## config.mk

```make
export PLATFORM = sky130hd
export DESIGN_NAME = paged_ea_unit
export DESIGN_NICKNAME = d
export VERILOG_FILES = /design/src/rtl/pea_pkg.sv /design/src/rtl/pea_addr_form.sv /design/src/rtl/pea_field_join.sv /design/src/rtl/pea_seq.sv /design/src/rtl/paged_ea_unit.sv
export SDC_FILE = /design/constraint.sdc
export NUM_CORES = 1
export LEC_CHECK = 0
export CORE_MARGIN = 4
export CORE_UTILIZATION = 46
export CTS_BUF_LIST = sky130_fd_sc_hd__clkbuf_8
export DETAILED_ROUTE_END_ITERATION = 16
export MAX_ROUTING_LAYER = met4
export PLACE_DENSITY = 0.87
export REMOVE_ABC_BUFFERS = 1
export SYNTH_ARGS = -nofsm -noshare
export SYNTH_HDL_FRONTEND = slang
export SYNTH_SLANG_ARGS = --single-unit
export TNS_END_PERCENT = 1
```

## constraint.sdc

```tcl
create_clock -name clk -period 5.4 [get_ports clk]
set_clock_uncertainty 0.05 [all_clocks]
set_input_delay 1.08 -clock clk [delete_from_list [all_inputs] [get_ports clk]]
set_output_delay 1.08 -clock clk [all_outputs]
set_load 0.1 [all_outputs]
```

## src/rtl/pea_pkg.sv

```systemverilog
package pea_pkg;
   typedef enum logic [1:0] {
      ST_IDLE  = 2'd0,
      ST_READ  = 2'd1,
      ST_WRITE = 2'd2,
      ST_FIN   = 2'd3
   } pea_state_t;
endpackage

```

## src/rtl/pea_addr_form.sv

```systemverilog
module pea_addr_form #(
   parameter int WORD_W    = 12,
   parameter int OFFS_W    = 7,
   parameter int AUTO_BASE = 8,
   parameter int AUTO_CNT  = 8,
   parameter bit AUTO_EN   = 1'b1
) (
   input  logic [WORD_W-1:0] instr_i,
   input  logic [WORD_W-1:0] pc_i,
   output logic [WORD_W-1:0] dir_o,
   output logic              ind_o,
   output logic              auto_o
);
   localparam int PAGE_W  = WORD_W - OFFS_W;
   localparam int AUTO_TOP = AUTO_BASE + AUTO_CNT;

   if (OFFS_W + 2 > WORD_W) begin : g_chk_fmt
      $error("instruction too narrow for offset, page and indirect bits");
   end
   if (AUTO_TOP > (1 << OFFS_W)) begin : g_chk_auto
      $error("self-increment range must lie inside page zero");
   end

   logic [OFFS_W-1:0] offs;
   logic              cur_page;
   logic [PAGE_W-1:0] page;

   assign offs     = instr_i[OFFS_W-1:0];
   assign cur_page = instr_i[OFFS_W];
   assign ind_o    = instr_i[OFFS_W+1];
   assign page     = cur_page ? pc_i[WORD_W-1:OFFS_W] : '0;
   assign dir_o    = {page, offs};

   logic unused_bits;
   assign unused_bits = ^{instr_i[WORD_W-1:OFFS_W+1], pc_i[OFFS_W-1:0]};

   if (AUTO_EN) begin : g_auto
      assign auto_o = ({1'b0, dir_o} >= (WORD_W+1)'(AUTO_BASE)) &&
                      ({1'b0, dir_o} <  (WORD_W+1)'(AUTO_TOP));
   end else begin : g_no_auto
      assign auto_o = 1'b0;
   end
endmodule

```

## src/rtl/pea_field_join.sv

```systemverilog
module pea_field_join #(
   parameter int FIELD_W = 3,
   parameter int WORD_W  = 12,
   parameter bit EXT_EN  = 1'b1
) (
   input  logic [FIELD_W-1:0]        field_i,
   input  logic [WORD_W-1:0]         word_i,
   output logic [FIELD_W+WORD_W-1:0] phys_o
);
   if (FIELD_W < 1) begin : g_chk_fw
      $error("bank selector must be at least one bit");
   end

   if (EXT_EN) begin : g_ext
      assign phys_o = {field_i, word_i};
   end else begin : g_flat
      logic unused_field;
      assign unused_field = ^field_i;
      assign phys_o = {{FIELD_W{1'b0}}, word_i};
   end
endmodule

```

## src/rtl/pea_seq.sv

```systemverilog
module pea_seq
   import pea_pkg::*;
#(
   parameter int FIELD_W = 3,
   parameter int WORD_W  = 12
) (
   input  logic                      clk,
   input  logic                      rst_n,
   input  logic                      start_i,
   input  logic                      ind_i,
   input  logic                      auto_i,
   input  logic [FIELD_W+WORD_W-1:0] ptr_phys_i,
   input  logic [FIELD_W-1:0]        df_i,
   input  logic [WORD_W-1:0]         mem_rdata_i,
   input  logic                      mem_ack_i,
   output logic                      done_o,
   output logic                      mem_req_o,
   output logic                      mem_we_o,
   output logic [FIELD_W+WORD_W-1:0] mem_addr_o,
   output logic [WORD_W-1:0]         mem_wdata_o,
   output logic [FIELD_W-1:0]        res_field_o,
   output logic [WORD_W-1:0]         res_word_o
);
   localparam int PA_W = FIELD_W + WORD_W;

   pea_state_t        state_q;
   logic [PA_W-1:0]   ptr_q;
   logic              auto_q;
   logic [FIELD_W-1:0] df_q;
   logic [FIELD_W-1:0] field_q;
   logic [WORD_W-1:0]  word_q;
   logic              accept;

   assign accept = start_i && ((state_q == ST_IDLE) || (state_q == ST_FIN));

   always_ff @(posedge clk or negedge rst_n) begin
      if (!rst_n) begin
         state_q <= ST_IDLE;
         ptr_q   <= '0;
         auto_q  <= 1'b0;
         df_q    <= '0;
         field_q <= '0;
         word_q  <= '0;
      end else begin
         case (state_q)
            ST_IDLE, ST_FIN: begin
               if (accept) begin
                  ptr_q  <= ptr_phys_i;
                  auto_q <= auto_i;
                  df_q   <= df_i;
                  if (ind_i) begin
                     state_q <= ST_READ;
                  end else begin
                     field_q <= ptr_phys_i[PA_W-1:WORD_W];
                     word_q  <= ptr_phys_i[WORD_W-1:0];
                     state_q <= ST_FIN;
                  end
               end else begin
                  state_q <= ST_IDLE;
               end
            end
            ST_READ: begin
               if (mem_ack_i) begin
                  field_q <= df_q;
                  if (auto_q) begin
                     word_q  <= mem_rdata_i + 1'b1;
                     state_q <= ST_WRITE;
                  end else begin
                     word_q  <= mem_rdata_i;
                     state_q <= ST_FIN;
                  end
               end
            end
            ST_WRITE: begin
               if (mem_ack_i) begin
                  state_q <= ST_FIN;
               end
            end
            default: state_q <= ST_IDLE;
         endcase
      end
   end

   assign done_o      = (state_q == ST_FIN);
   assign mem_req_o   = (state_q == ST_READ) || (state_q == ST_WRITE);
   assign mem_we_o    = (state_q == ST_WRITE);
   assign mem_addr_o  = ptr_q;
   assign mem_wdata_o = word_q;
   assign res_field_o = field_q;
   assign res_word_o  = word_q;

   // done lasts one cycle unless a new direct reference is taken
   a_r10_done_pulse: assert property (@(posedge clk) disable iff (!rst_n)
      done_o && !start_i |=> !done_o);

   // a waiting request keeps address and direction
   a_r5_req_hold: assert property (@(posedge clk) disable iff (!rst_n)
      mem_req_o && !mem_ack_i |=> mem_req_o && $stable(mem_addr_o) && $stable(mem_we_o));

   // the first request goes to the pointer address seen at start
   a_r4_ptr_addr: assert property (@(posedge clk) disable iff (!rst_n)
      $rose(mem_req_o) |-> mem_addr_o == $past(ptr_phys_i) && !mem_we_o);

   // a write only follows an acknowledged read
   a_r6_write_after_read: assert property (@(posedge clk) disable iff (!rst_n)
      $rose(mem_we_o) |-> $past(mem_req_o && !mem_we_o && mem_ack_i));

   // written word is the read word plus one, modulo the word size
   a_r7_inc_wrap: assert property (@(posedge clk) disable iff (!rst_n)
      $rose(mem_we_o) |-> mem_wdata_o == WORD_W'($past(mem_rdata_i) + 1'b1));
endmodule

```

## src/rtl/paged_ea_unit.sv

```systemverilog
module paged_ea_unit #(
   parameter int WORD_W    = 12,
   parameter int OFFS_W    = 7,
   parameter int FIELD_W   = 3,
   parameter int AUTO_BASE = 8,
   parameter int AUTO_CNT  = 8,
   parameter bit AUTO_EN   = 1'b1,
   parameter bit EXT_EN    = 1'b1
) (
   input  logic                      clk,
   input  logic                      rst_n,
   input  logic                      start_i,
   input  logic [WORD_W-1:0]         instr_i,
   input  logic [WORD_W-1:0]         pc_i,
   input  logic [FIELD_W-1:0]        ifield_i,
   input  logic [FIELD_W-1:0]        dfield_i,
   output logic                      done_o,
   output logic [FIELD_W+WORD_W-1:0] ea_o,
   output logic                      mem_req_o,
   output logic                      mem_we_o,
   output logic [FIELD_W+WORD_W-1:0] mem_addr_o,
   output logic [WORD_W-1:0]         mem_wdata_o,
   input  logic [WORD_W-1:0]         mem_rdata_i,
   input  logic                      mem_ack_i
);
   localparam int PA_W = FIELD_W + WORD_W;

   logic [WORD_W-1:0]  dir_addr;
   logic               ind;
   logic               auto_hit;
   logic [PA_W-1:0]    ptr_phys;
   logic [FIELD_W-1:0] res_field;
   logic [WORD_W-1:0]  res_word;

   pea_addr_form #(
      .WORD_W(WORD_W), .OFFS_W(OFFS_W),
      .AUTO_BASE(AUTO_BASE), .AUTO_CNT(AUTO_CNT), .AUTO_EN(AUTO_EN)
   ) form_i (
      .instr_i(instr_i), .pc_i(pc_i),
      .dir_o(dir_addr), .ind_o(ind), .auto_o(auto_hit)
   );

   pea_field_join #(.FIELD_W(FIELD_W), .WORD_W(WORD_W), .EXT_EN(EXT_EN)) ptr_join_i (
      .field_i(ifield_i), .word_i(dir_addr), .phys_o(ptr_phys)
   );

   pea_seq #(.FIELD_W(FIELD_W), .WORD_W(WORD_W)) seq_i (
      .clk(clk), .rst_n(rst_n), .start_i(start_i),
      .ind_i(ind), .auto_i(auto_hit), .ptr_phys_i(ptr_phys), .df_i(dfield_i),
      .mem_rdata_i(mem_rdata_i), .mem_ack_i(mem_ack_i),
      .done_o(done_o), .mem_req_o(mem_req_o), .mem_we_o(mem_we_o),
      .mem_addr_o(mem_addr_o), .mem_wdata_o(mem_wdata_o),
      .res_field_o(res_field), .res_word_o(res_word)
   );

   pea_field_join #(.FIELD_W(FIELD_W), .WORD_W(WORD_W), .EXT_EN(EXT_EN)) ea_join_i (
      .field_i(res_field), .word_i(res_word), .phys_o(ea_o)
   );

   // nothing is requested or reported right after reset
   a_r1_quiet_after_reset: assert property (@(posedge clk)
      $rose(rst_n) |-> !done_o && !mem_req_o);

   // a direct reference that starts from idle ends with no memory traffic
   a_r2_direct_no_mem: assert property (@(posedge clk) disable iff (!rst_n)
      start_i && !ind && !done_o && !mem_req_o |=> done_o && !mem_req_o);
endmodule

```

# Yosys cells after proc, flatten, opt, wreduce, memory -nomap -nowiden
# Index checks and enable logic that the tools add are counted.
[classes]
add_sub_neg = 1
n_lt_le_gt_ge = 2
eq_ne = 7
n_mux = 16
n_reduce_logical = 10
[ops]
columns = ["op", "count"]
rows = [
  ["12-bit two-way mux", 4],
  ["12-bit one-hot mux with 2 select lines", 1],
  ["12-bit by 1-bit adder with 12-bit output (second input constant)", 1],
  ["12-bit by 4-bit greater-or-equal comparator with 1-bit output (second input constant)", 1],
  ["12-bit by 5-bit < comparator with 1-bit output (second input constant)", 1],
  ["3-bit two-way mux", 3],
  ["2-bit two-way mux", 4],
  ["2-bit one-hot mux with 3 select lines", 1],
  ["3-bit one-hot mux with 2 select lines", 1],
  ["5-bit two-way mux", 1],
  ["2-bit equality test (second input constant)", 2],
  ["2-bit by 1-bit inequality test with 1-bit output (second input constant)", 2],
  ["2-bit inequality test (second input constant)", 2],
  ["2-bit AND reduction", 2],
  ["4-bit AND reduction", 1],
  ["2-bit by 1-bit equality test with 1-bit output (second input constant)", 1],
  ["1-bit logical AND", 2],
  ["2-bit zero test", 1],
  ["1-bit logical OR", 2],
  ["2-bit nonzero test", 1],
  ["2-bit OR reduction", 1],
  ["1-bit two-way mux", 1],
]
[word_totals]
register_bits = 36
input_bits = 46
output_inout_bits = 45

# Depth between registers and ports, before layout
# Gate-level depths: netlist of the first run.
[depth]
depth_word = 5
ltp_mapped = 8
mapped_depth_nobuf = 6

# Hierarchy
# Synthesis of the first run repeated with hierarchy kept, for this count alone.
[hier_totals]
hier_cells = 226
hier_area_um2 = 2273.4
[by_module_without_submodules]
columns = ["module", "n_inst", "cells_each", "area_per_inst_um2", "seq_area_each_um2"]
rows = [
  ["pea_seq", 1, 180, 1925.6, 900.9],
  ["pea_field_join", 2, 15, 112.6, 0.0],
  ["pea_addr_form", 1, 16, 122.6, 0.0],
]

# Least setup slack after synthesis of the first run
# OpenSTA, ideal clock, no wires.
[synth_timing]
path_kind = "register to output"
start = "reg seq_i.state_q[0]"
end = "out mem_req_o"
arrival_ns = 1.479
required_time_ns = 4.270
setup_slack_ns = 2.791
path_stages_with_launch = 5
n_path_buf = 1
cell_sequence = "dfrtp_1 -> inv_1 -> ha_1 -> buf_2 -> inv_1"
[synth_between]
elab_chain_cells = 2
word_cells_on_any_way = 3
cone_classes = "eq/ne (2); reduce/logical (1)"
[synth_lines]
columns = ["item", "line", "rtl"]
rows = [
  ["start, declared", "pea_seq.sv:26", "pea_state_t state_q;"],
  ["start signal, assigned", "pea_seq.sv:38", "state_q <= ST_IDLE;"],
  ["start signal, assigned", "pea_seq.sv:52", "state_q <= ST_READ;"],
  ["start signal, assigned", "pea_seq.sv:56", "state_q <= ST_FIN;"],
  ["2-bit by 1-bit equality test with 1-bit output or 2-bit equality test (tied branches)", "pea_seq.sv:85", "assign mem_req_o = (state_q == ST_READ) || (state_q == ST_WRITE);"],
  ["1-bit logical OR *", "pea_seq.sv:85", ""],
  ["end, declared", "paged_ea_unit.sv:19", "output logic mem_req_o,"],
]
# Every way passes the cells marked *; elsewhere a longest branch is shown, timed or not.

# Worst setup path after layout of the first run
# Ends and elaborated chain as after synthesis.

==> qor.tcl, run 1 <==
set qor(yosys_warnings) 0
set qor(final_hold_viol_count) 0
set qor(hpwlAfterDp_um) 3520
set qor(place.gp.congestion) 0.804
set qor(worst_setup_hold_path_clk_slew_ns) 0.07
set qor(dr_total_vias) 1691
set qor(cts_resized) 0
set qor(max_clock_freq_mhz) 274
set qor(seq_area_frac_synth) 0.465
set qor(endpoint_kind) {output port}
set qor(cts_htree_levels) 2
set qor(postSynthAreaPerCell_um2) 9.99
set qor(drive_gt1_frac) 0.107
set qor(footprint_of_the_flip_flops_and_latches_um2) 901
set qor(antenna_found_initial) 0
set qor(run_status) {finished clean}
set qor(worst_path_max_fanout) 9
set qor(detailedRoute.firstPassIterationCount) 4
set qor(fillCellCount) 338
set qor(synth.area.top_cells) {sky130_fd_sc_hd__dfrtp_1 (46%), sky130_fd_sc_hd__mux2_2 (7.6%), sky130_fd_sc_hd__nand2_1 (7.2%)}
set qor(postCtsSetupBuffers) 0
set qor(min-delay-path-class) {reg -> reg}
set qor(worst_hold_startpoint) {seq_i.mem_addr_o[9]}
set qor(drt_iter0_drc) 90
set qor(timing.rr.end) {seq_i.mem_wdata_o[8]}
set qor(initial_core_util) 0.481
set qor(cap_violations) 0
set qor(final.min_clock_period_ns) 3.65
set qor(syn-instance-count) 194
set qor(critical_path_required_ns) 4.27
set qor(core.rowCount) 23
set qor(timing_worst_setup_path_type) {reg -> out}
set qor(grt_max_degree) 37
set qor(tritoncts_num_sinks) 36
set qor(nets) 311
set qor(tightest_slew_ns) 0.998
set qor(worst-r2r-setup-slack_ns) 3.04
set qor(syn-cell-area_um2) 1940
set qor(ys_ff_latch) 36
set qor(synth_largest_type_area_fraction) 0.465
set qor(dominantRegCellSynth) {sky130_fd_sc_hd__dfrtp_1}
set qor(number_of_global_route_vias_before_repair) 1621
set qor(layout_setup_ws_ns) 1.75
set qor(global_route.overflow_total) 0
set qor(grt_pass1_wl_um) 7720
set qor(chip_height_um) 72.9
set qor(crit-reg2reg-launch) {seq_i.state_q[1]}
set qor(report.final.setup_viol) 0
set qor(antenna_violating_nets_post_route) 0
set qor(synth_edf_count) 0
set qor(fp.coreArea_um2) 4030
set qor(max-clock-path-buffers) 2
set qor(dieWidth_um) 72.9
set qor(synth_async_sr_flop_share) 1.00
set qor(cts_made_buffers) 5
set qor(yosys.area.top_type) {sky130_fd_sc_hd__dfrtp_1}
set qor(final_util) 0.684
set qor(ctsHoldBuffers) 0
set qor(number_of_i_o_pins) 91
set qor(routed_wire_length_per_instance_um) 15.4
set qor(rsz0062_at_grt) {false}
set qor(drt-total-wl_um) 4790
set qor(startpoint_class) {register}
set qor(placement.setup.worst_slack_ns) 2.11
set qor(groute.usage.overall) 0.197
set qor(hold_path_depth) 2
set qor(share_of_the_cycle_needed_by_the_critical_path_after_routing) 0.675
set qor(setup_total_negative_slack_ns) 0
set qor(ctsRootBufferMaster) {sky130_fd_sc_hd__clkbuf_8}
set qor(multiInputGateArea_um2) 881
set qor(clock_tree_from_tritoncts) {yes}
set qor(remaining_drc_errors) 0
set qor(synth_cell_type_count) 34
set qor(r2r.worst_path.cells) 6
set qor(area_delta_synth_final_pct) 42.2
set qor(placement.io_buffers) 80
set qor(avgViaCountPerCell) 5.42
set qor(drv_slew) 0
set qor(insertedDiodeCount) 0
set qor(timing.slew.headroom) 0.333
set qor(clk-insertion-delay-late_ns) 0.29
set qor(holdPathEnd) {seq_i.mem_addr_o[9]}
set qor(die_area_um2) 5320
set qor(crit_arrival_ns) 2.52
## cells in the final DEF (no fill, tap or decap)
cell	synthesis	final
sky130_fd_sc_hd__nor2b_1	1	1
sky130_fd_sc_hd__nor3_1	5	5
sky130_fd_sc_hd__o21ai_1	2	2
sky130_fd_sc_hd__mux2i_1	9	9
sky130_fd_sc_hd__mux2_2	13	13
sky130_fd_sc_hd__a2111oi_0	1	1
sky130_fd_sc_hd__buf_2	5	1
sky130_fd_sc_hd__or4_1	1	1
sky130_fd_sc_hd__nand2_1	37	37
sky130_fd_sc_hd__o221ai_2	1	1
sky130_fd_sc_hd__o21a_1	1	1
sky130_fd_sc_hd__clkinv_2	0	2
sky130_fd_sc_hd__o32ai_1	1	1
sky130_fd_sc_hd__o221ai_1	1	1
sky130_fd_sc_hd__a31oi_1	1	1
sky130_fd_sc_hd__or3_1	1	1
sky130_fd_sc_hd__ha_1	4	4
sky130_fd_sc_hd__nand4_1	1	1
sky130_fd_sc_hd__xnor2_1	9	9
sky130_fd_sc_hd__nand2b_1	1	1
sky130_fd_sc_hd__nor2_1	6	6
sky130_fd_sc_hd__clkdlybuf4s50_1	0	79
sky130_fd_sc_hd__a21oi_1	8	8
sky130_fd_sc_hd__clkbuf_8	0	6
sky130_fd_sc_hd__a21o_4	1	1
sky130_fd_sc_hd__nand4_2	2	2
sky130_fd_sc_hd__nor4b_1	1	1
sky130_fd_sc_hd__nor4_2	1	1
sky130_fd_sc_hd__inv_1	6	6
sky130_fd_sc_hd__o22ai_1	2	2
sky130_fd_sc_hd__o21ai_0	17	17
sky130_fd_sc_hd__dfrtp_1	36	36
sky130_fd_sc_hd__a211oi_1	1	1
sky130_fd_sc_hd__nor4_1	2	2
sky130_fd_sc_hd__o211ai_2	1	1
## cell families after synthesis
family,share of synthesized area
mux,0.122
fa+ha+maj,0.0258
xor+xnor,0.0407
flops,0.465
compound gates,0.123
buf+inv,0.0807
simple gates,0.143
## critical path, cell delays in order, from the launching register on
cell,delay [ns]
sky130_fd_sc_hd__dfrtp_1,0.41
sky130_fd_sc_hd__inv_1,0.06
sky130_fd_sc_hd__ha_1,0.42
sky130_fd_sc_hd__inv_1,0.18
sky130_fd_sc_hd__clkdlybuf4s50_1,1.15
## cells in the mapped netlist (2+ instances only)
library cell,count
sky130_fd_sc_hd__a21oi_1,8
sky130_fd_sc_hd__buf_2,5
sky130_fd_sc_hd__buf_4,14
sky130_fd_sc_hd__dfrtp_1,36
sky130_fd_sc_hd__ha_1,4
sky130_fd_sc_hd__inv_1,6
sky130_fd_sc_hd__mux2_2,13
sky130_fd_sc_hd__mux2i_1,9
sky130_fd_sc_hd__nand2_1,37
sky130_fd_sc_hd__nand4_2,2
sky130_fd_sc_hd__nor2_1,6
sky130_fd_sc_hd__nor3_1,5
sky130_fd_sc_hd__nor4_1,2
sky130_fd_sc_hd__o21ai_0,17
sky130_fd_sc_hd__o21ai_1,2
sky130_fd_sc_hd__o22ai_1,2
sky130_fd_sc_hd__xnor2_1,9
## layer usage
metal,track usage,wire [um],up-vias
met4,0.0492,42,0
met5,-,0,-
met1,0.242,2060,827
li1,-,-,795
met2,0.312,2320,63
met3,0.0675,367,6
## cell type report
class / count / share of cell area
clock buffers: 6 / 0.0300
clock inverters: 2 / 0.00363
inverters: 6 / 0.00817
multi-input cells: 132 / 0.320
flip-flops and latches: 36 / 0.327
well taps: 50 / 0.0227
repair buffers: 80 / 0.289
## stage by stage
step	cell area, um2	hold WS, ns	cells
after global routing	2760	0.448	312
after global placement	2660	0.410	304
after floorplan	1800	0.429	174
after CTS	2760	0.435	312
final	2760	0.428	312
after detailed placement	2660	0.419	304
## registers in the layout, indices dropped and copies added, names as in the netlist
name	flops
seq_i.auto_q	1
seq_i.df_q	3
seq_i.mem_addr_o	15
seq_i.mem_wdata_o	12
seq_i.res_field_o	3
seq_i.state_q	2
## worst max path at each step
stage / start / endpoint / cells after the start
after floorplan: seq_i.mem_wdata_o[10] / ea_o[10] / 0
after global placement: seq_i.state_q[0] / mem_req_o / 4
after detailed placement: seq_i.state_q[0] / mem_req_o / 4
after CTS: seq_i.state_q[0] / mem_req_o / 4
after global routing: seq_i.state_q[0] / mem_req_o / 4
final: seq_i.state_q[0] / mem_req_o / 4
Power of run 1 is not shown: default switching activity piles up to over one toggle a cycle in this logic, so the estimate is an artifact.
==> inputs of run 2 (changes only) <==
Settings changed: CORE_UTILIZATION 46 to 42, PLACE_DENSITY 0.87 to 0.81.
Clock period 5.4 ns to 3.6 ns, I/O delays scaled along.
==> qor.tcl, run 2 (same netlist as run 1, synthesis figures left out) <==
set qor(dr_total_vias) 1642
set qor(number_of_global_route_vias_before_repair) 1646
set qor(detailedRoute.firstPassIterationCount) 4
set qor(cts_htree_levels) 2
set qor(grt_max_degree) 37
set qor(max_clock_freq_mhz) 386
set qor(drive_gt1_frac) 0.118
set qor(ctsHoldBuffers) 0
set qor(share_of_the_cycle_needed_by_the_critical_path_after_routing) 0.719
set qor(report.final.setup_viol) 0
set qor(timing.slew.headroom) 0.345
set qor(placement.io_buffers) 80
set qor(grt_pass1_wl_um) 7800
set qor(final.min_clock_period_ns) 2.59
set qor(run_status) {finished clean}
set qor(setup_total_negative_slack_ns) 0
set qor(placement.setup.worst_slack_ns) 1.08
set qor(worstPathCellList) {clkdlybuf4s50_1}
set qor(timing_worst_setup_path_type) {reg -> out}
set qor(dieWidth_um) 75.9
set qor(avgViaCountPerCell) 5.23
set qor(fin_cells) 314
set qor(place.gp.congestion) 0.813
set qor(worst_setup_hold_path_clk_slew_ns) 0.07
set qor(cts_resized) 0
set qor(groute.usage.overall) 0.169
set qor(chip_height_um) 75.9
set qor(routed_wire_length_per_instance_um) 15.1
set qor(cts_made_buffers) 5
set qor(drt_iter0_drc) 111
set qor(hpwlAfterDp_um) 3620
set qor(placedCellCount) 307
set qor(layout_commonest_cell) {sky130_fd_sc_hd__clkdlybuf4s50_1}
set qor(global_route.overflow_total) 0
set qor(tritoncts_num_sinks) 36
set qor(final_hold_viol_count) 0
set qor(postCtsSetupBuffers) 0
set qor(area_delta_synth_final_pct) 42.5
set qor(number_of_i_o_pins) 91
set qor(clk-insertion-delay-late_ns) 0.28
set qor(remaining_drc_errors) 0
set qor(crit_arrival_ns) 1.82
set qor(rsz0062_at_grt) {false}
set qor(layout_setup_ws_ns) 1.01
set qor(startpoint_class) {register}
set qor(cp_top_family) {buffers and inverters}
set qor(worst-r2r-setup-slack_ns) 1.42
set qor(max-clock-path-buffers) 2
set qor(fp.coreArea_um2) 4410
set qor(ctsRootBufferMaster) {sky130_fd_sc_hd__clkbuf_8}
set qor(clock_tree_from_tritoncts) {yes}
set qor(drv_slew) 0
set qor(largest_reg_flops) 15
set qor(insertedDiodeCount) 0
set qor(die_area_um2) 5770
set qor(antenna_violating_nets_post_route) 0
set qor(nets) 312
set qor(drt-total-wl_um) 4750
set qor(initial_core_util) 0.439
set qor(commonest_non_fill_non_tap_cells_in_the_layout) {sky130_fd_sc_hd__clkdlybuf4s50_1 (76), sky130_fd_sc_hd__nand2_1 (37), sky130_fd_sc_hd__dfrtp_1 (36)}
set qor(cap_violations) 0
set qor(critPathMaxStageDelay_ns) 1.15
set qor(worst_path_max_fanout) 3
set qor(tightest_slew_ns) 0.980
set qor(timing.critical_path.buf_inv) 1
set qor(endpoint_kind) {output port}
set qor(antenna_found_initial) 0
set qor(core.rowCount) 24
set qor(min-delay-path-class) {reg -> reg}
set qor(critical_path.slowest_cell) {sky130_fd_sc_hd__clkdlybuf4s50_1}
set qor(critical_path_required_ns) 2.83
==> run 2: per-layer routing <==
layer / global-route usage / wire length (um) / vias to the layer above
li1: - / - / 792
met1: 0.206 / 2020 / 784
met2: 0.279 / 2390 / 58
met3: 0.0355 / 267 / 8
met4: 0.0534 / 75 / 0
met5: - / 0 / -
==> run 2: through the flow <==
stage                     utilization  cell area [um2]  hold slack [ns]
after detailed placement        0.604             2670            0.420
final                           0.626             2760            0.428
after CTS                       0.626             2760            0.435
after global placement          0.604             2670            0.411
after global routing            0.626             2760            0.461
after floorplan                     -             1800            0.374
==> run 2: layout make-up <==
cell class | count | area, um2
inverter | 6 | 22.5
tap | 52 | 65.1
fill | 400 | 1650
multi-input combinational | 132 | 881
clock buffer | 7 | 96.3
sequential | 36 | 901
timing repair buffer | 81 | 796
==> run 2: path summary, 6_finish.rpt <==
check / startpoint / to / cells past startpoint
max in group asynchronous: rst_n / seq_i.mem_addr_o[5] / 1
worst max-delay path: seq_i.mem_wdata_o[7] / mem_wdata_o[7] / 1
worst min-delay path: seq_i.mem_addr_o[11] / seq_i.mem_addr_o[11] / 2
worst max register to register: seq_i.state_q[0] / seq_i.mem_addr_o[14] / 4
min in group asynchronous: rst_n / seq_i.res_field_o[0] / 1
worst min register to register: seq_i.mem_addr_o[11] / seq_i.mem_addr_o[11] / 2
Power of run 2 is left out for the same reason.
